[src/rtl/asw_pkg.sv]
package asw_pkg;

  typedef enum logic [1:0] {W_IDLE, W_LAUNCH, W_FETCH, W_STOP} walk_state_e;
  typedef enum logic [1:0] {F_IDLE, F_REQ, F_WAIT} fetch_state_e;

  localparam int LINK_WORD  = 0;
  localparam int CHAR_WORD  = 1;
  localparam int CAP_WORD   = 2;
  localparam int H_BIT      = 15;
  localparam int SMASK_LSB  = 0;
  localparam int SMASK_W    = 8;
  localparam int ALIGN_BITS = 5;
  localparam logic [1:0] TYP_QH = 2'b01;

  typedef struct packed {
    logic               head;
    logic [SMASK_W-1:0] smask;
  } qh_info_t;

endpackage

[src/rtl/asw_qh_fetch.sv]
module asw_qh_fetch
  import asw_pkg::*;
#(
  parameter int ADDR_W   = 32,
  parameter int DATA_W   = 32,
  parameter int QH_WORDS = 4
) (
  input  logic              clk,
  input  logic              rst_n,
  input  logic              start,
  input  logic [ADDR_W-1:0] base,
  output logic              req_valid,
  input  logic              req_ready,
  output logic [ADDR_W-1:0] req_addr,
  input  logic              rsp_valid,
  output logic              rsp_ready,
  input  logic [DATA_W-1:0] rsp_data,
  output logic              done,
  output logic [ADDR_W-1:0] link,
  output qh_info_t          info
);

  localparam int IDX_W = $clog2(QH_WORDS);
  localparam logic [IDX_W-1:0] LAST = IDX_W'(QH_WORDS - 1);

  fetch_state_e     st;
  logic [IDX_W-1:0] idx;
  logic             take;

  assign req_valid = (st == F_REQ);
  assign rsp_ready = (st == F_WAIT);
  assign req_addr  = base + ADDR_W'(idx);
  assign take      = rsp_ready && rsp_valid;

  always_ff @(posedge clk or negedge rst_n) begin
    if (!rst_n) begin
      st   <= F_IDLE;
      idx  <= '0;
      done <= 1'b0;
    end else begin
      done <= take && (idx == LAST);
      unique case (st)
        F_IDLE: if (start) begin
          idx <= '0;
          st  <= F_REQ;
        end
        F_REQ:  if (req_ready) st <= F_WAIT;
        F_WAIT: if (rsp_valid) begin
          if (idx == LAST) st <= F_IDLE;
          else begin
            idx <= idx + 1'b1;
            st  <= F_REQ;
          end
        end
        default: st <= F_IDLE;
      endcase
    end
  end

  // field capture, one register group per decoded word
  generate
    if (ADDR_W <= DATA_W) begin : g_link
      always_ff @(posedge clk or negedge rst_n) begin
        if (!rst_n) link <= '0;
        else if (take && idx == IDX_W'(LINK_WORD)) link <= rsp_data[ADDR_W-1:0];
      end
    end else begin : g_link_wide
      always_ff @(posedge clk or negedge rst_n) begin
        if (!rst_n) link <= '0;
        else if (take && idx == IDX_W'(LINK_WORD)) link <= ADDR_W'(rsp_data);
      end
    end
  endgenerate

  always_ff @(posedge clk or negedge rst_n) begin
    if (!rst_n) info <= '0;
    else if (take) begin
      if (idx == IDX_W'(CHAR_WORD)) info.head  <= rsp_data[H_BIT];
      if (idx == IDX_W'(CAP_WORD))  info.smask <= rsp_data[SMASK_LSB +: SMASK_W];
    end
  end

  AST_REQ_HOLD: assert property (@(posedge clk) disable iff (!rst_n)
    req_valid && !req_ready |=> req_valid && $stable(req_addr));
  AST_RSP_EXPECTED: assert property (@(posedge clk) disable iff (!rst_n)
    rsp_valid |-> st == F_WAIT);
  AST_DONE_PULSE: assert property (@(posedge clk) disable iff (!rst_n)
    done |=> !done);

endmodule

[src/rtl/asw_recl_flag.sv]
module asw_recl_flag (
  input  logic clk,
  input  logic rst_n,
  input  logic arm,
  input  logic clr,
  input  logic set,
  output logic flag
);

  always_ff @(posedge clk or negedge rst_n) begin
    if (!rst_n)          flag <= 1'b0;
    else if (set || arm) flag <= 1'b1;
    else if (clr)        flag <= 1'b0;
  end

  AST_SET_WINS: assert property (@(posedge clk) disable iff (!rst_n)
    set |=> flag);
  AST_ARM_SETS: assert property (@(posedge clk) disable iff (!rst_n)
    arm |=> flag);
  AST_CLEAR_TAKES: assert property (@(posedge clk) disable iff (!rst_n)
    clr && !set && !arm |=> !flag);

endmodule

[src/rtl/asw_walk_ctrl.sv]
module asw_walk_ctrl
  import asw_pkg::*;
#(
  parameter int ADDR_W = 32
) (
  input  logic              clk,
  input  logic              rst_n,
  input  logic              enable,
  input  logic [ADDR_W-1:0] list_base,
  input  logic              done,
  input  logic [ADDR_W-1:0] link,
  input  qh_info_t          info,
  input  logic              recl,
  output logic              fetch_start,
  output logic [ADDR_W-1:0] cur_addr,
  output logic              stop,
  output logic              arm,
  output logic              clr
);

  localparam logic [ADDR_W-1:0] ALIGN_MASK = ADDR_W'((1 << ALIGN_BITS) - 1);

  walk_state_e       st;
  logic              nonint, at_head, link_ok, decide;
  logic [ADDR_W-1:0] base_al, next_addr;

  always_comb begin
    base_al   = list_base & ~ALIGN_MASK;
    nonint    = (info.smask == '0);
    at_head   = nonint && info.head;
    link_ok   = !link[0] && (link[2:1] == TYP_QH);
    next_addr = link_ok ? (link & ~ALIGN_MASK) : base_al;
    decide    = (st == W_FETCH) && done;
  end

  assign fetch_start = (st == W_LAUNCH);
  assign stop        = (st == W_STOP);
  assign arm         = (st == W_IDLE) && enable;
  assign clr         = decide && enable && at_head && recl;

  always_ff @(posedge clk or negedge rst_n) begin
    if (!rst_n) begin
      st       <= W_IDLE;
      cur_addr <= '0;
    end else begin
      unique case (st)
        W_IDLE: if (enable) begin
          cur_addr <= base_al;
          st       <= W_LAUNCH;
        end
        W_LAUNCH: st <= W_FETCH;
        W_FETCH: if (done) begin
          if (!enable)              st <= W_IDLE;
          else if (at_head && !recl) st <= W_STOP;
          else begin
            cur_addr <= next_addr;
            st       <= W_LAUNCH;
          end
        end
        W_STOP: if (!enable) st <= W_IDLE;
        default: st <= W_IDLE;
      endcase
    end
  end

  AST_STOP_HOLDS: assert property (@(posedge clk) disable iff (!rst_n)
    stop && enable |=> stop);
  AST_STOP_NEEDS_QUIET: assert property (@(posedge clk) disable iff (!rst_n)
    $rose(stop) |-> $past(!recl));
  AST_ENTRY_ALIGNED: assert property (@(posedge clk) disable iff (!rst_n)
    fetch_start |-> cur_addr[ALIGN_BITS-1:0] == '0);
  AST_DISABLE_RELEASES: assert property (@(posedge clk) disable iff (!rst_n)
    stop && !enable |=> !stop);

endmodule

[src/rtl/async_sched_walker.sv]
module async_sched_walker
  import asw_pkg::*;
#(
  parameter int ADDR_W   = 32,
  parameter int DATA_W   = 32,
  parameter int QH_WORDS = 4
) (
  input  logic              clk,
  input  logic              rst_n,
  input  logic              enable,
  input  logic [ADDR_W-1:0] list_base,
  input  logic              recl_set,
  output logic              req_valid,
  input  logic              req_ready,
  output logic [ADDR_W-1:0] req_addr,
  input  logic              rsp_valid,
  output logic              rsp_ready,
  input  logic [DATA_W-1:0] rsp_data,
  output logic              stop,
  output logic              recl,
  output logic [ADDR_W-1:0] cur_addr
);

  logic              fetch_start, done, arm, clr;
  logic [ADDR_W-1:0] link;
  qh_info_t          info;

  asw_qh_fetch #(.ADDR_W(ADDR_W), .DATA_W(DATA_W), .QH_WORDS(QH_WORDS)) u_fetch (
    .clk(clk), .rst_n(rst_n), .start(fetch_start), .base(cur_addr),
    .req_valid(req_valid), .req_ready(req_ready), .req_addr(req_addr),
    .rsp_valid(rsp_valid), .rsp_ready(rsp_ready), .rsp_data(rsp_data),
    .done(done), .link(link), .info(info)
  );

  asw_walk_ctrl #(.ADDR_W(ADDR_W)) u_walk (
    .clk(clk), .rst_n(rst_n), .enable(enable), .list_base(list_base),
    .done(done), .link(link), .info(info), .recl(recl),
    .fetch_start(fetch_start), .cur_addr(cur_addr), .stop(stop),
    .arm(arm), .clr(clr)
  );

  asw_recl_flag u_recl (
    .clk(clk), .rst_n(rst_n), .arm(arm), .clr(clr), .set(recl_set), .flag(recl)
  );

  AST_NO_REQ_WHEN_STOPPED: assert property (@(posedge clk) disable iff (!rst_n)
    stop |-> !req_valid && !rsp_ready);
  AST_SINGLE_OUTSTANDING: assert property (@(posedge clk) disable iff (!rst_n)
    !(req_valid && rsp_ready));

endmodule

[config.mk]
export PLATFORM = sky130hd
export DESIGN_NAME = async_sched_walker
export DESIGN_NICKNAME = d
export VERILOG_FILES = /design/src/rtl/asw_pkg.sv /design/src/rtl/asw_qh_fetch.sv /design/src/rtl/asw_recl_flag.sv /design/src/rtl/asw_walk_ctrl.sv /design/src/rtl/async_sched_walker.sv
export SDC_FILE = /design/constraint.sdc
export NUM_CORES = 1
export LEC_CHECK = 0
export ABC_CLOCK_PERIOD_IN_PS = 2000
export BUFFER_PORTS_ARGS = -buffer_cell sky130_fd_sc_hd__buf_2
export CORE_MARGIN = 2
export CORE_UTILIZATION = 44
export DETAILED_ROUTE_END_ITERATION = 8
export GPL_TIMING_DRIVEN = 1
export PLACE_DENSITY = 0.76
export SYNTH_ARGS = -nofsm -noshare
export SYNTH_HDL_FRONTEND = slang
export SYNTH_SLANG_ARGS = --single-unit
[constraint.sdc]
create_clock -name clk -period 2 [get_ports clk]
set_input_delay 0.5 -clock clk [delete_from_list [all_inputs] [get_ports clk]]
set_output_delay 0.5 -clock clk [all_outputs]
set_load 0.02 [all_outputs]
# After elaboration in Yosys (flattened, before gate mapping)
# Cells that the tools add are included.
# Widths: inputs -> output; s select.
[op_classes]
eq_ne = 18
n_reduce_logical = 27
n_addsub = 2
n_mux = 23
[ops]
columns = ["operator", "count"]
rows = [
  ["$mux 32", 5],
  ["$pmux 32 s2", 1],
  ["$add 32x2->32", 1],
  ["$mux 2", 11],
  ["$ne 2x2->1 const B", 8],
  ["$logic_and 1x1->1", 11],
  ["$eq 2x2->1 const B", 5],
  ["$eq 2x1->1 const B", 4],
  ["$logic_not 8->1", 1],
  ["$pmux 2 s4", 1],
  ["$logic_not 2->1", 3],
  ["$pmux 2 s3", 1],
  ["$reduce_and 3->1", 2],
  ["$reduce_bool 2->1", 3],
  ["$reduce_and 5->1", 1],
  ["$pmux 2 s2", 1],
  ["$reduce_and 2->1", 2],
  ["$reduce_and 4->1", 1],
  ["$mux 1", 3],
  ["$add 2x1->2 const B", 1],
  ["$logic_not 1->1", 2],
  ["$ne 2x1->1 const B", 1],
  ["$logic_or 1x1->1", 1],
]
[word_totals]
input_bits = 70
out_inout_bits = 68
ff_bits = 81
wordCells = 79

# Logic depth before layout (Yosys ltp)
# Gate-level depths: netlist of the first run.
[depth]
depth_word = 7
depth_mapped = 6

# Cells and area by module
# Synthesis of the first run repeated with hierarchy kept, for this count alone.
[unflattened]
cells_unflattened = 333
area_unflattened_um2 = 4070.2
[modules_own_cells]
columns = ["mod", "seq_area_each_um2", "area_per_inst_um2", "cells_each", "instances"]
rows = [
  ["asw_qh_fetch", 1151.1, 2476.1, 213, 1],
  ["asw_walk_ctrl", 725.7, 1556.5, 116, 1],
  ["asw_recl_flag", 25.0, 37.5, 4, 1],
]

# Worst setup path after synthesis of the first run
# No wires, ideal clock.
[synth_timing]
path_type = "reg-to-reg"
from = "register u_walk.st[0]"
to = "register u_walk.cur_addr[10]"
slack_ps = -21
setup_ps = 125
stages_incl_launch_ff = 6
path_buffers = 1
arrival_time_ps = 1896
cell_sequence = "dfrtp_1 -> nand2b_2 -> nor4b_4 -> buf_2 -> mux2_2 -> mux2_4"
[synth_between]
elab_chain_cells = 3
elab_cells_between_ends = 9
cone_classes = "5 x eq/ne; 1 x mux; 3 x reduce/logical"
[synth_rtl]
columns = ["item", "line", "source"]
rows = [
  ["start: declaration", "asw_walk_ctrl.sv:23", "walk_state_e st;"],
  ["start signal: assignment", "asw_walk_ctrl.sv:43", "st <= W_IDLE;"],
  ["start signal: assignment", "asw_walk_ctrl.sv:49", "st <= W_LAUNCH;"],
  ["start signal: assignment", "asw_walk_ctrl.sv:51", "W_LAUNCH: st <= W_FETCH;"],
  ["$eq 2x2->1 or $logic_not 2->1 (tied branches)", "asw_walk_ctrl.sv:46", "unique case (st)"],
  ["$ne 2x2->1 (no source line) or $reduce_bool 2->1 (tied branches)", "-", ""],
  ["$reduce_and 5->1 (no source line)", "-", ""],
  ["end signal: assignment", "asw_walk_ctrl.sv:48", "cur_addr <= base_al;"],
  ["end signal: assignment", "asw_walk_ctrl.sv:56", "cur_addr <= next_addr;"],
  ["end: declaration", "asw_walk_ctrl.sv:15", "output logic [ADDR_W-1:0] cur_addr,"],
]
# Several ways; a longest one is shown, not always the timed one.
# A chain may end at the register's enable or synchronous reset.

# Worst setup path in the final report of the first run
[layout_timing]
from = "register u_fetch.info[2] (netlist name)"
to = "register u_walk.cur_addr[25]"
[layout_between]
elab_chain_cells = 5
[layout_rtl]
columns = ["item", "line", "source"]
rows = [
  ["$logic_not 8->1", "asw_walk_ctrl.sv:29", "nonint = (info.smask == '0);"],
  ["$logic_and 1x1->1", "asw_walk_ctrl.sv:30", "at_head = nonint && info.head;"],
  ["$logic_and 1x1->1", "asw_walk_ctrl.sv:54", "else if (at_head && !recl) st <= W_STOP;"],
  ["$ne 2x2->1 (no source line)", "-", ""],
  ["$reduce_and 5->1 (no source line)", "-", ""],
]
# Every way passes these cells.

==> results of run 1 <==
[kinds of logic (layout without fill, tap and decap cells)]
group,Yosys count,count (layout),synth area share
muxes,93,93,0.311
DFF,74,74,0.513
buffers and inverters,49,154,0.0922
and+or+nand+nor,22,22,0.0461
AOI/OAI and AO/OA,11,11,0.0225
adders and majority gates,4,4,0.0139
other,1,8,0.00104
[cell type report]
class	instances	area, um2
fill	716	3670
sequential	74	1850
multi-input combinational	138	1460
timing repair buffer	131	738
tap	105	131
clock buffer	10	128
clock inverter	6	90.1
inverter	7	26.3
[worst max-delay path: stages (launching register included)]
cell     delay [ns]
dfrtp_1        0.38
or4_4          0.54
nor4_4         0.35
a21oi_4        0.13
buf_12         0.18
mux2_4         0.30
[Yosys cell counts, types with 2 or more instances]
library cell | n | area share
buf_4 | 35 | 0.073
clkbuf_1 | 3 | 0.0031
nand3b_1 | 2 | 0.0042
o21ai_0 | 4 | 0.0055
nand3_1 | 3 | 0.0042
ha_1 | 4 | 0.014
buf_6 | 2 | 0.0062
inv_1 | 7 | 0.0073
nor2_1 | 3 | 0.0031
mux2_4 | 20 | 0.083
buf_2 | 2 | 0.0028
dfrtp_1 | 74 | 0.51
nand2_1 | 3 | 0.0031
mux2_2 | 73 | 0.23
[layer usage]
layer	up-vias	routed length, um
met5	-	0
met4	0	110
met3	9	407
met2	77	3620
met1	1119	3010
li1	1056	-
[sequential cells by signal, summed over array words and instances, names as in the netlist]
name,cells
u_fetch.idx,2
u_fetch.done,1
u_walk.cur_addr,27
u_fetch.info,9
u_recl.flag,1
u_walk.st,2
u_fetch.link,30
u_fetch.st,2
[worst paths after layout]
kind                                  start                  end  slack [ns]  depth (start not counted)
hold / removal                        rst_n  u_walk.cur_addr[27]         0.1                          1
hold reg to reg            u_fetch.link[20]     u_fetch.link[20]        0.50                          1
setup / recovery            u_fetch.info[2]  u_walk.cur_addr[25]      -0.006                          5
max in group asynchronous             rst_n  u_walk.cur_addr[14]        1.32                          2
setup reg to reg            u_fetch.info[2]  u_walk.cur_addr[25]      -0.006                          5
min in group clk                   recl_set          u_recl.flag        0.38                          2
[repair_timing]
action	4_1_cts	5_1_grt
hold endpoints to repair	0	0
endpoints found under the setup margin	0	27
buffers inserted	0	0
resized for setup	0	0
[through the flow]
| stage | utilization | std cells | worst slack [ns] | total power, mW | instance area [um2] |
|---|---|---|---|---|---|
| after floorplan | - | 261 | 0.0267 | 5.07 | 3650 |
| after global placement | 0.519 | 455 | 0.0391 | 5.58 | 4200 |
| after detailed placement | 0.519 | 455 | 0.0108 | 5.70 | 4200 |
| after CTS | 0.546 | 471 | 0.00434 | 7.00 | 4420 |
| after global routing | 0.546 | 471 | -0.0713 | 7.33 | 4420 |
| final | 0.546 | 471 | -0.00566 | 6.91 | 4420 |
[cells in the final DEF (no fill, tap or decap), types with 3 or more instances in the layout]
cell and n:
inv_1 7, o21ai_0 4, mux2_4 20, ha_1 4
clkbuf_8 9, mux2_2 73, buf_12 5, nand3_1 3
nand2_1 3, buf_2 123, dfrtp_1 74, nor2_1 3
conb_1 8, buf_4 3
[where the power goes]
part           switching (mW)  total (mW)  internal, mW  leakage, nW
registers               0.417        2.58          2.16        0.907
logic                    1.57        3.05          1.48         1.19
clock network           0.570        1.28         0.708        0.107
total                    2.56        6.91          4.35         2.21
==> impl_results.md, run 1 <==
* Met3 Use GR at 0.0415
* Max VDD drop at 0.000739 V
* Crit end category: flip-flop
* M1 GR Usage at 0.203
* Core area at 8090 um2
* Row count at 33
* Min Hold Slack at 0.0953 ns
* Final nets at 435
* Post-Syn Area at 3610 um2
* Max cap viols at 0
* Post-synth EDFFs at 0
* Mapped Avg Cell Area at 14.2 um2
* Pleak at 2.21 nW
* Die area at 8940 um2
* CTS tree: yes
* Syn Inst Count at 254
* Initial DRC Count at 87
* Num CTS Buffers at 9
* # DRC at 0
* Clk buf depth at 2
* Total negative slack at -0.0120 ns
* Crit start category: flip-flop
* Layout area overhead at 22.5%
* WL final at 7140 um
* Synthesis Warnings at 0
* Fin crit share at 1.00
* Met2 global-route usage at 0.270
* Initial antenna violation count at 0
* Port Buffers at 124
* Root Buffer: clkbuf_8
* Layout cell share with drive strength beyond 1 at 0.672
* Largest net degree at the start of global routing at 42
* Setup WS post-layout at -0.00566 ns
* Unrepaired setup endpoints after global routing: yes
* Seq/Total Area, Yosys at 0.513
* Vias in the first global route at 2236
* Worst Path Required at 2.23 ns
* Top Usage Layer GRT: met2
* Fin. max-slew vios at 0
* First-pass GRT wire length at 10900 um
* Type of the tightest min-delay check: input pin to asynchronous set/reset pin
* Avg WL per Cell at 15.2 um
* Maximum clock rate at 0.499 GHz
* Clock net sink count at 74
* Clock slew at reported path FFs at 0.08 ns
* Dpl hpwl at 5140 um
* Grt total ovfl at 0
* Hold Vio Cnt, Final at 0
* H-tree lvl count at 3
* Critical path class: flip-flop to flip-flop
* Via density at 4.80
* Most used DFF post-synth: dfrtp_1
* Crit path max fanout at 15
* Crit path time final at 2.01 ns
* Total GRT Usage at 0.161
* First drt pass iteration count at 4
* Failing checks: setup timing
* Synth async-reset ratio at 1.00
* Run status: finished, violations left
* Initial core utilization at 0.446
* Power Dens Cells at 1560 nW/um2
* Setup Skew at 0.00823 ns
* Diodes inserted at 0
* Final ANT Viol Nets at 0
* Yosys reg bits at 74
* Count of cell types in the netlist at 33
* Gpl congestion at 0.781
* Die height at 94.6 um
* Ports at 138
* Final setup violation count at 3
* CP Data Arrival Time at 2.23 ns
* Clk Latency, worst-skew pair at 0.34 ns
* Routed via count at 2261
* Hold buffers post-CTS at 0
* Die X at 94.6 um
Note: power is estimated with default switching activity, not from simulation.
==> run 2, diff against run 1 <==
--- a/config.mk
+++ b/config.mk
@@ -5,13 +5,15 @@
 export SDC_FILE = /design/constraint.sdc
 export NUM_CORES = 1
 export LEC_CHECK = 0
+export ABC_AREA = 1
 export ABC_CLOCK_PERIOD_IN_PS = 2000
-export BUFFER_PORTS_ARGS = -buffer_cell sky130_fd_sc_hd__buf_2
+export BUFFER_PORTS_ARGS = -buffer_cell sky130_fd_sc_hd__clkbuf_2
 export CORE_MARGIN = 2
-export CORE_UTILIZATION = 44
+export CORE_UTILIZATION = 45
 export DETAILED_ROUTE_END_ITERATION = 8
 export GPL_TIMING_DRIVEN = 1
-export PLACE_DENSITY = 0.76
+export PLACE_DENSITY = 0.77
+export SLEW_MARGIN = 30
 export SYNTH_ARGS = -nofsm -noshare
 export SYNTH_HDL_FRONTEND = slang
 export SYNTH_SLANG_ARGS = --single-unit
==> run 2 against run 1 <==
Net effect: highest routed layer unchanged; power fell by 7.5%; the run now ends clean; final cell count rose by 44%; final area barely moved; register-to-register slack improved by 0.50 ns; hold slack got worse by 0.049 ns; clock skew rose by 0.0046 ns; critical path depth fell by 3; sequential share of layout area barely moved; critical path type is now flip-flop to output pin; setup slack improved by 0.15 ns; sequential power fell by 3%.
==> impl_results.md, run 2 <==
* Run status: finished, final reports clean
* WL met3 at 503 um (+24%)
* Commonest non-fill, non-tap cell in the layout: nand2_1
* Hold buffers post-CTS at 0 (unchanged)
* # DRC at 0 (unchanged)
* Synth async-reset ratio at 1.00 (unchanged)
* Grt total ovfl at 0 (unchanged)
* Most used DFF post-synth: dfrtp_1
* Largest net degree at the start of global routing at 38 (-9.5%)
* Crit end category: output pin
* Initial antenna violation count at 0 (unchanged)
* Highest routed layer: met4
* Total negative slack at 0 ns (+0.0120 ns)
* Slowest-stage cell, CP: dfrtp_1
* Via density at 4.85 (+1.1%)
* Final ANT Viol Nets at 0 (unchanged)
* Crit start category: flip-flop
* Die height at 95.2 um (+0.66%)
* Top Registers: u_fetch.link (30), u_walk.cur_addr (27), u_fetch.info (9)
* Initial DRC Count at 168 (+93%)
* Max cap viols at 0 (unchanged)
* CP Data Arrival Time at 1.36 ns (-0.87 ns)
* Post-synth top area cell: dfrtp_1
* Total GRT Usage at 0.197 (+0.0356)
* Dpl hpwl at 6330 um (+23%)
* Cell area after layout at 4420 um2 (about the same)
* Fin. max-slew vios at 0 (unchanged)
* Count of cell types in the netlist at 25 (-24%)
* Switch share at 0.446 (+0.0757)
* Type of the tightest min-delay check: input pin to asynchronous set/reset pin
* DR WL met2 at 4090 um (+13%)
* Count leader, synth: nand2_1
* Clock power frac at 0.177 (-0.008)
* Dpl cell area at 4230 um2 (+0.68%)
* Mapped Avg Cell Area at 7.89 um2 (-44%)
* Final nets at 642 (+48%)
* Clock net sink count at 74 (unchanged)
* Initial core utilization at 0.460 (+0.0140)
* Buf/Inv on CP at 1 (unchanged)
* First-pass GRT wire length at 13800 um (+27%)
* Max VDD drop at 0.000601 V (-19%)
* Setup repair bufs after CTS at 0 (unchanged)
* Clk Latency, worst-skew pair at 0.35 ns (about the same)
* Maximum clock rate at 0.539 GHz (+8.1%)
* Syn Inst Count at 474 (+87%)
* Power Dens Cells at 1450 nW/um2 (-7.4%)
* Seq/Total Area, Yosys at 0.495 (-0.0182)
* Yosys reg bits at 74 (unchanged)
* Worst Path Required at 1.50 ns (-0.73 ns)
* Sw Pwr at 2.85 mW (+11%)
* Largest register FFs at 30 (unchanged)
* Root Buffer: clkbuf_8
* Layout area overhead at 18.1%
* Fin util at 0.543 (-0.00308)
* Post-synth EDFFs at 0 (unchanged)
* M1 wire length at 3800 um (+26%)
* Fin crit share at 0.928 (-0.0749)
* Most frequent cells after synthesis: nand2_1 (191), nand3_1 (81), dfrtp_1 (74)
* H-tree lvl count at 3 (unchanged)
* Slowest Stage Delay on Critical Path at 0.44 ns (-0.10 ns)
* Port Buffers at 124 (unchanged)
* Post-CTS resize count at 0 (unchanged)
* CTS tree: yes
* Num CTS Buffers at 9 (unchanged)
* Diodes inserted at 0 (unchanged)
* Crit path max fanout at 6 (-9)
* Internal power at 3.54 mW (-19%)
* Setup WS post-layout at 0.144 ns (+0.150 ns)
* Part of the power in combinational logic at 0.431 (-0.011)
* Row count at 33 (unchanged)
* Die area at 9060 um2 (+1.3%)
* Gpl congestion at 0.810 (+3.6%)
* Layout cell share with drive strength beyond 1 at 0.274 (-0.398)
* Avg WL per Cell at 12.6 um (-17%)
* Most frequent cells in the layout: nand2_1 (191), clkbuf_2 (123), nand3_1 (81)
* Post-Syn Area at 3740 um2 (+3.7%)
* WL final at 8540 um (+20%)
* Crit-path leading delay family: flip-flops
* Critical path class: flip-flop to output pin
* Unrepaired setup endpoints after global routing: no
* Setup Skew at 0.0128 ns (+0.00458 ns)
* Hold Vio Cnt, Final at 0 (unchanged)
* Vias in the first global route at 3056 (+37%)
* Share of the synthesized area in the top cell type at 0.495 (-0.0182)
* Clock slew at reported path FFs at 0.07 ns (about the same)
* Ports at 138 (unchanged)
* Crit path time final at 1.86 ns (-0.150 ns)
* Pleak at 2.57 nW (+17%)
* Main area contributors after synthesis: dfrtp_1 (49%), nand2_1 (19%), nand3_1 (11%), buf_4 (7.4%), buf_2 (2.3%)
* First drt pass iteration count at 4 (unchanged)
* Top reg by flops: u_fetch.link
* Die X at 95.2 um (+0.66%)
* Synthesis Warnings at 0 (unchanged)
* Clk buf depth at 2 (unchanged)
* Core area at 8130 um2 (+0.51%)
* Pre-CTS WS at 0.342 ns (+0.331 ns)
* Flop pwr share at 0.393 (+0.020)
* Final setup violation count at 0 (-3)
* Routed via count at 3289 (+45%)
* Crit-path cells: nor2_1 -> clkbuf_2
-- run 2: changes by cell type in the layout (fill, tap and decap cells not counted), sizes merged, moves of 2 or more --
cell / previous run / this run
clkbuf: 10 / 134
mux2: 93 / 0
buf: 131 / 11
nand2: 3 / 194
nand3b: 2 / 0
o21ai: 4 / 18
nand2b: 2 / 0
nor2: 3 / 14
inv: 8 / 21
nand4: 0 / 2
nand3: 3 / 82
-- run 2: through the flow --
step / power (mW) / instances / hold slack (ns)
2_1_floorplan: 4.71 / 481 / 0.204
3_3_place_gp: 5.23 / 662 / 0.415
3_5_place_dp: 5.31 / 662 / 0.419
4_1_cts: 6.44 / 678 / 0.0472
5_1_grt: 6.90 / 678 / 0.0634
6_report: 6.39 / 678 / 0.0468
-- run 2: worst paths after layout --
| path | from | end | slack (ns) | cells after the start |
|---|---|---|---|---|
| max in group asynchronous | rst_n | u_walk.cur_addr[6] | 1.35 | 2 |
| min | rst_n | u_fetch.link[30] | 0.05 | 1 |
| min reg2reg | u_fetch.info[3] | u_fetch.info[3] | 0.47 | 2 |
| max reg2reg | u_fetch.info[1] | u_walk.cur_addr[7] | 0.49 | 6 |
| max | u_fetch.st[0] | rsp_ready | 0.14 | 2 |
| min in group clk | req_ready | u_fetch.st[0] | 0.35 | 2 |
-- run 2: power by group through the flow --
stage	Combinational (mW)	Sequential, mW	Clock, mW
global route	3.09	2.58	1.22
floorplan	1.95	2.76	0
detailed placement	2.78	2.53	0
CTS	2.78	2.50	1.15
global placement	2.73	2.50	0
finish	2.75	2.51	1.13
-- run 2: logic make-up after synthesis --
logic type      after synthesis  share of synthesized area
compound gates               21                     0.0294
flops                        74                      0.495
fa+ha+maj                     4                     0.0134
buf+inv                      79                      0.122
other cells                   1                    0.00100
simple gates                295                      0.339
-- run 2: layout make-up --
cell class	count	area, um2
inverters	21	78.8
clock inverters	5	55.1
clock buffers	11	131
well taps	105	131
fillers	805	3720
multi-input cells	328	1460
flip-flops and latches	74	1850
repair buffers	134	711
-- run 2: per-layer routing --
layer,GRT usage,vias up
met1,0.259,1528
met4,0.0857,0
met3,0.0356,13
li1,-,1645
met5,0,-
met2,0.318,103
==> run 3, diff against run 2 <==
--- a/config.mk
+++ b/config.mk
@@ -8,7 +8,6 @@
 export ABC_AREA = 1
 export ABC_CLOCK_PERIOD_IN_PS = 2000
 export BUFFER_PORTS_ARGS = -buffer_cell sky130_fd_sc_hd__clkbuf_2
-export CORE_MARGIN = 2
 export CORE_UTILIZATION = 45
 export DETAILED_ROUTE_END_ITERATION = 8
 export GPL_TIMING_DRIVEN = 1
==> run 3 against run 2 <==
Net effect: sequential power barely moved; final area up 1.5%; sequential share of layout area fell by 0.61 points; power is 4.0% higher; final cell count shrank 0.15%; first-iteration DRC count rose by 15%; fmax grew 8.0%; critical path depth increased by 1; global-route usage rose by 0.80 points; non-clock buffer count is 2 higher; combinational power hardly changed; critical endpoint unchanged; highest routed layer unchanged.
==> impl_results.md, run 3 (synthesis results as in run 2) <==
* Clk Latency, worst-skew pair at 0.34 ns (about the same)
* Root Buffer: clkbuf_8
* Initial DRC Count at 193 (+15%)
* Slowest-stage cell, CP: dfrtp_1
* Worst Path Required at 1.50 ns (about the same)
* Crit end category: output pin
* Cell area after layout at 4480 um2 (+1.5%)
* Max-slew headroom at 0.642
* Final setup violation count at 0 (unchanged)
* Type of the tightest min-delay check: input pin to asynchronous set/reset pin
* Crit path time final at 1.72 ns (-0.137 ns)
* Die area at 8680 um2 (-4.2%)
* Num CTS Buffers at 9 (unchanged)
* Largest net degree at the start of global routing at 42 (+11%)
* Die X at 93.2 um (-2.1%)
* Unrepaired setup endpoints after global routing: no
* Clock slew at reported path FFs at 0.08 ns (about the same)
* Top Registers: u_fetch.link (30), u_walk.cur_addr (27), u_fetch.info (9)
* Avg WL per Cell at 12.3 um (-2.2%)
* Crit-path cells: nor2_1 -> buf_4 -> clkbuf_2
* Setup Skew at 0.0102 ns (-0.00258 ns)
* Setup crit start: u_fetch.st[0]
* Clock net sink count at 74 (unchanged)
* Initial antenna violation count at 0 (unchanged)
* Layout area overhead at 19.8%
* Setup WS post-layout at 0.282 ns (+0.137 ns)
* Post-CTS resize count at 0 (unchanged)
* Via density at 4.88 (+0.57%)
* Port Buffers at 124 (unchanged)
* Hold Vio Cnt, Final at 0 (unchanged)
* Dpl hpwl at 6140 um (-3.1%)
* Maximum clock rate at 0.582 GHz (+8.0%)
* Grt total ovfl at 0 (unchanged)
* Ports at 138 (unchanged)
* H-tree lvl count at 3 (unchanged)
* Total GRT Usage at 0.205 (+0.00799)
* Final ANT Viol Nets at 0 (unchanged)
* Clk buf depth at 2 (unchanged)
* Top reg by flops: u_fetch.link
* Dpl cell area at 4240 um2 (+0.27%)
* Register area at 1850 um2 (unchanged)
* First drt pass iteration count at 4 (unchanged)
* Hold buffers post-CTS at 0 (unchanged)
* Least-Margin Pin Slew at 0.537 ns
* First-pass GRT wire length at 13900 um (+0.95%)
* Row count at 32 (-3.0%)
* Setup repair bufs after CTS at 0 (unchanged)
* Total negative slack at 0 ns (unchanged)
* Critical path class: flip-flop to output pin
* Largest register FFs at 30 (unchanged)
* Max cap viols at 0 (unchanged)
* Multi-input gate area at 1460 um2 (unchanged)
* Initial core utilization at 0.474 (+0.0144)
* Core area at 7890 um2 (-3.0%)
* Slowest Stage Delay on Critical Path at 0.44 ns (about the same)
* Gpl congestion at 0.871 (+7.5%)
* Fin crit share at 0.859 (-0.0687)
* Layout cell share with drive strength beyond 1 at 0.280 (+0.00600)
* Diodes inserted at 0 (unchanged)
* Worst r2r src: u_walk.st[1]
* Routed via count at 3303 (+0.43%)
* CP Data Arrival Time at 1.22 ns (-0.14 ns)
* Commonest non-fill, non-tap cell in the layout: nand2_1
* Fin. max-slew vios at 0 (unchanged)
* Buf/Inv on CP at 2 (+1)
* # DRC at 0 (unchanged)
* Tot Pwr at 6.65 mW (+4.0%)
* Final nets at 644 (+0.31%)
* Power Dens Cells at 1480 nW/um2 (+2.5%)
* Run status: finished, final reports clean
* Die height at 93.2 um (-2.1%)
* WL final at 8340 um (-2.4%)
* Vias in the first global route at 2969 (-2.8%)
* Filler cell count at 761 (-5.5%)
* Pleak at 2.61 nW (+1.5%)
* CTS tree: yes
* Most frequent cells in the layout: nand2_1 (191), clkbuf_2 (123), nand3_1 (81)
* Max VDD drop at 0.000642 V (+6.8%)
* Crit-path leading delay family: flip-flops
* Pre-CTS WS at 0.320 ns (-0.0223 ns)
* Crit path max fanout at 6 (unchanged)
* Crit start category: flip-flop
-- run 3: cell count changes in the layout (fill, tap and decap cells not counted), sizes merged --
cell | before | now
buf | 11 | 13
inv | 21 | 22
bufinv | 1 | 3
clkinvlp | 2 | 1
clkbuf | 134 | 132
-- run 3: area by class of cell --
cell class | count | area share
clock buffers | 9 | 0.0276
well taps | 102 | 0.0285
repair buffers | 136 | 0.162
flip-flops and latches | 74 | 0.413
multi-input cells | 328 | 0.325
clock inverters | 7 | 0.0260
inverters | 21 | 0.0176
-- run 3: final timing paths --
kind                       slack [ns]  depth (start not counted)                   to
hold / removal                   0.14                          1     u_fetch.link[28]
setup reg to reg                 0.47                          8  u_walk.cur_addr[22]
setup / recovery                 0.28                          3            rsp_ready
min in group clk                 0.36                          2        u_fetch.st[0]
max in group asynchronous        1.32                          2       u_fetch.idx[1]
hold reg to reg                  0.48                          2     u_fetch.link[26]
-- run 3: worst register-to-register path, stage by stage (launching register included) --
cell and delay [ns]:
dfrtp_1 0.42, inv_1 0.10, nor2_2 0.04, nand2_1 0.08
nand2_1 0.10, nor2_4 0.25, buf_4 0.29, nand3_1 0.11
nand2_1 0.08
-- run 3: routing by layer --
layer	part of all wire	track usage	vias to the layer above
li1	-	-	1653
met1	0.46	0.277	1537
met2	0.48	0.325	101
met3	0.047	0.0293	12
met4	0.019	0.0949	0
met5	0	0	-
-- run 3: metrics by stage --
step           hold WS (ns)   util  cells
4_1_cts               0.155  0.568    677
3_3_place_gp          0.455  0.538    661
2_1_floorplan         0.204      -    481
6_report              0.144  0.568    677
3_5_place_dp          0.459  0.538    661
5_1_grt               0.167  0.568    677
-- run 3: power by group --
group	switching [mW]	leakage, nW	total [mW]	internal [mW]
clock	0.558	0.120	1.39	0.829
sequential	0.421	0.941	2.50	2.08
combinational	1.87	1.55	2.76	0.898
total	2.84	2.61	6.65	3.80
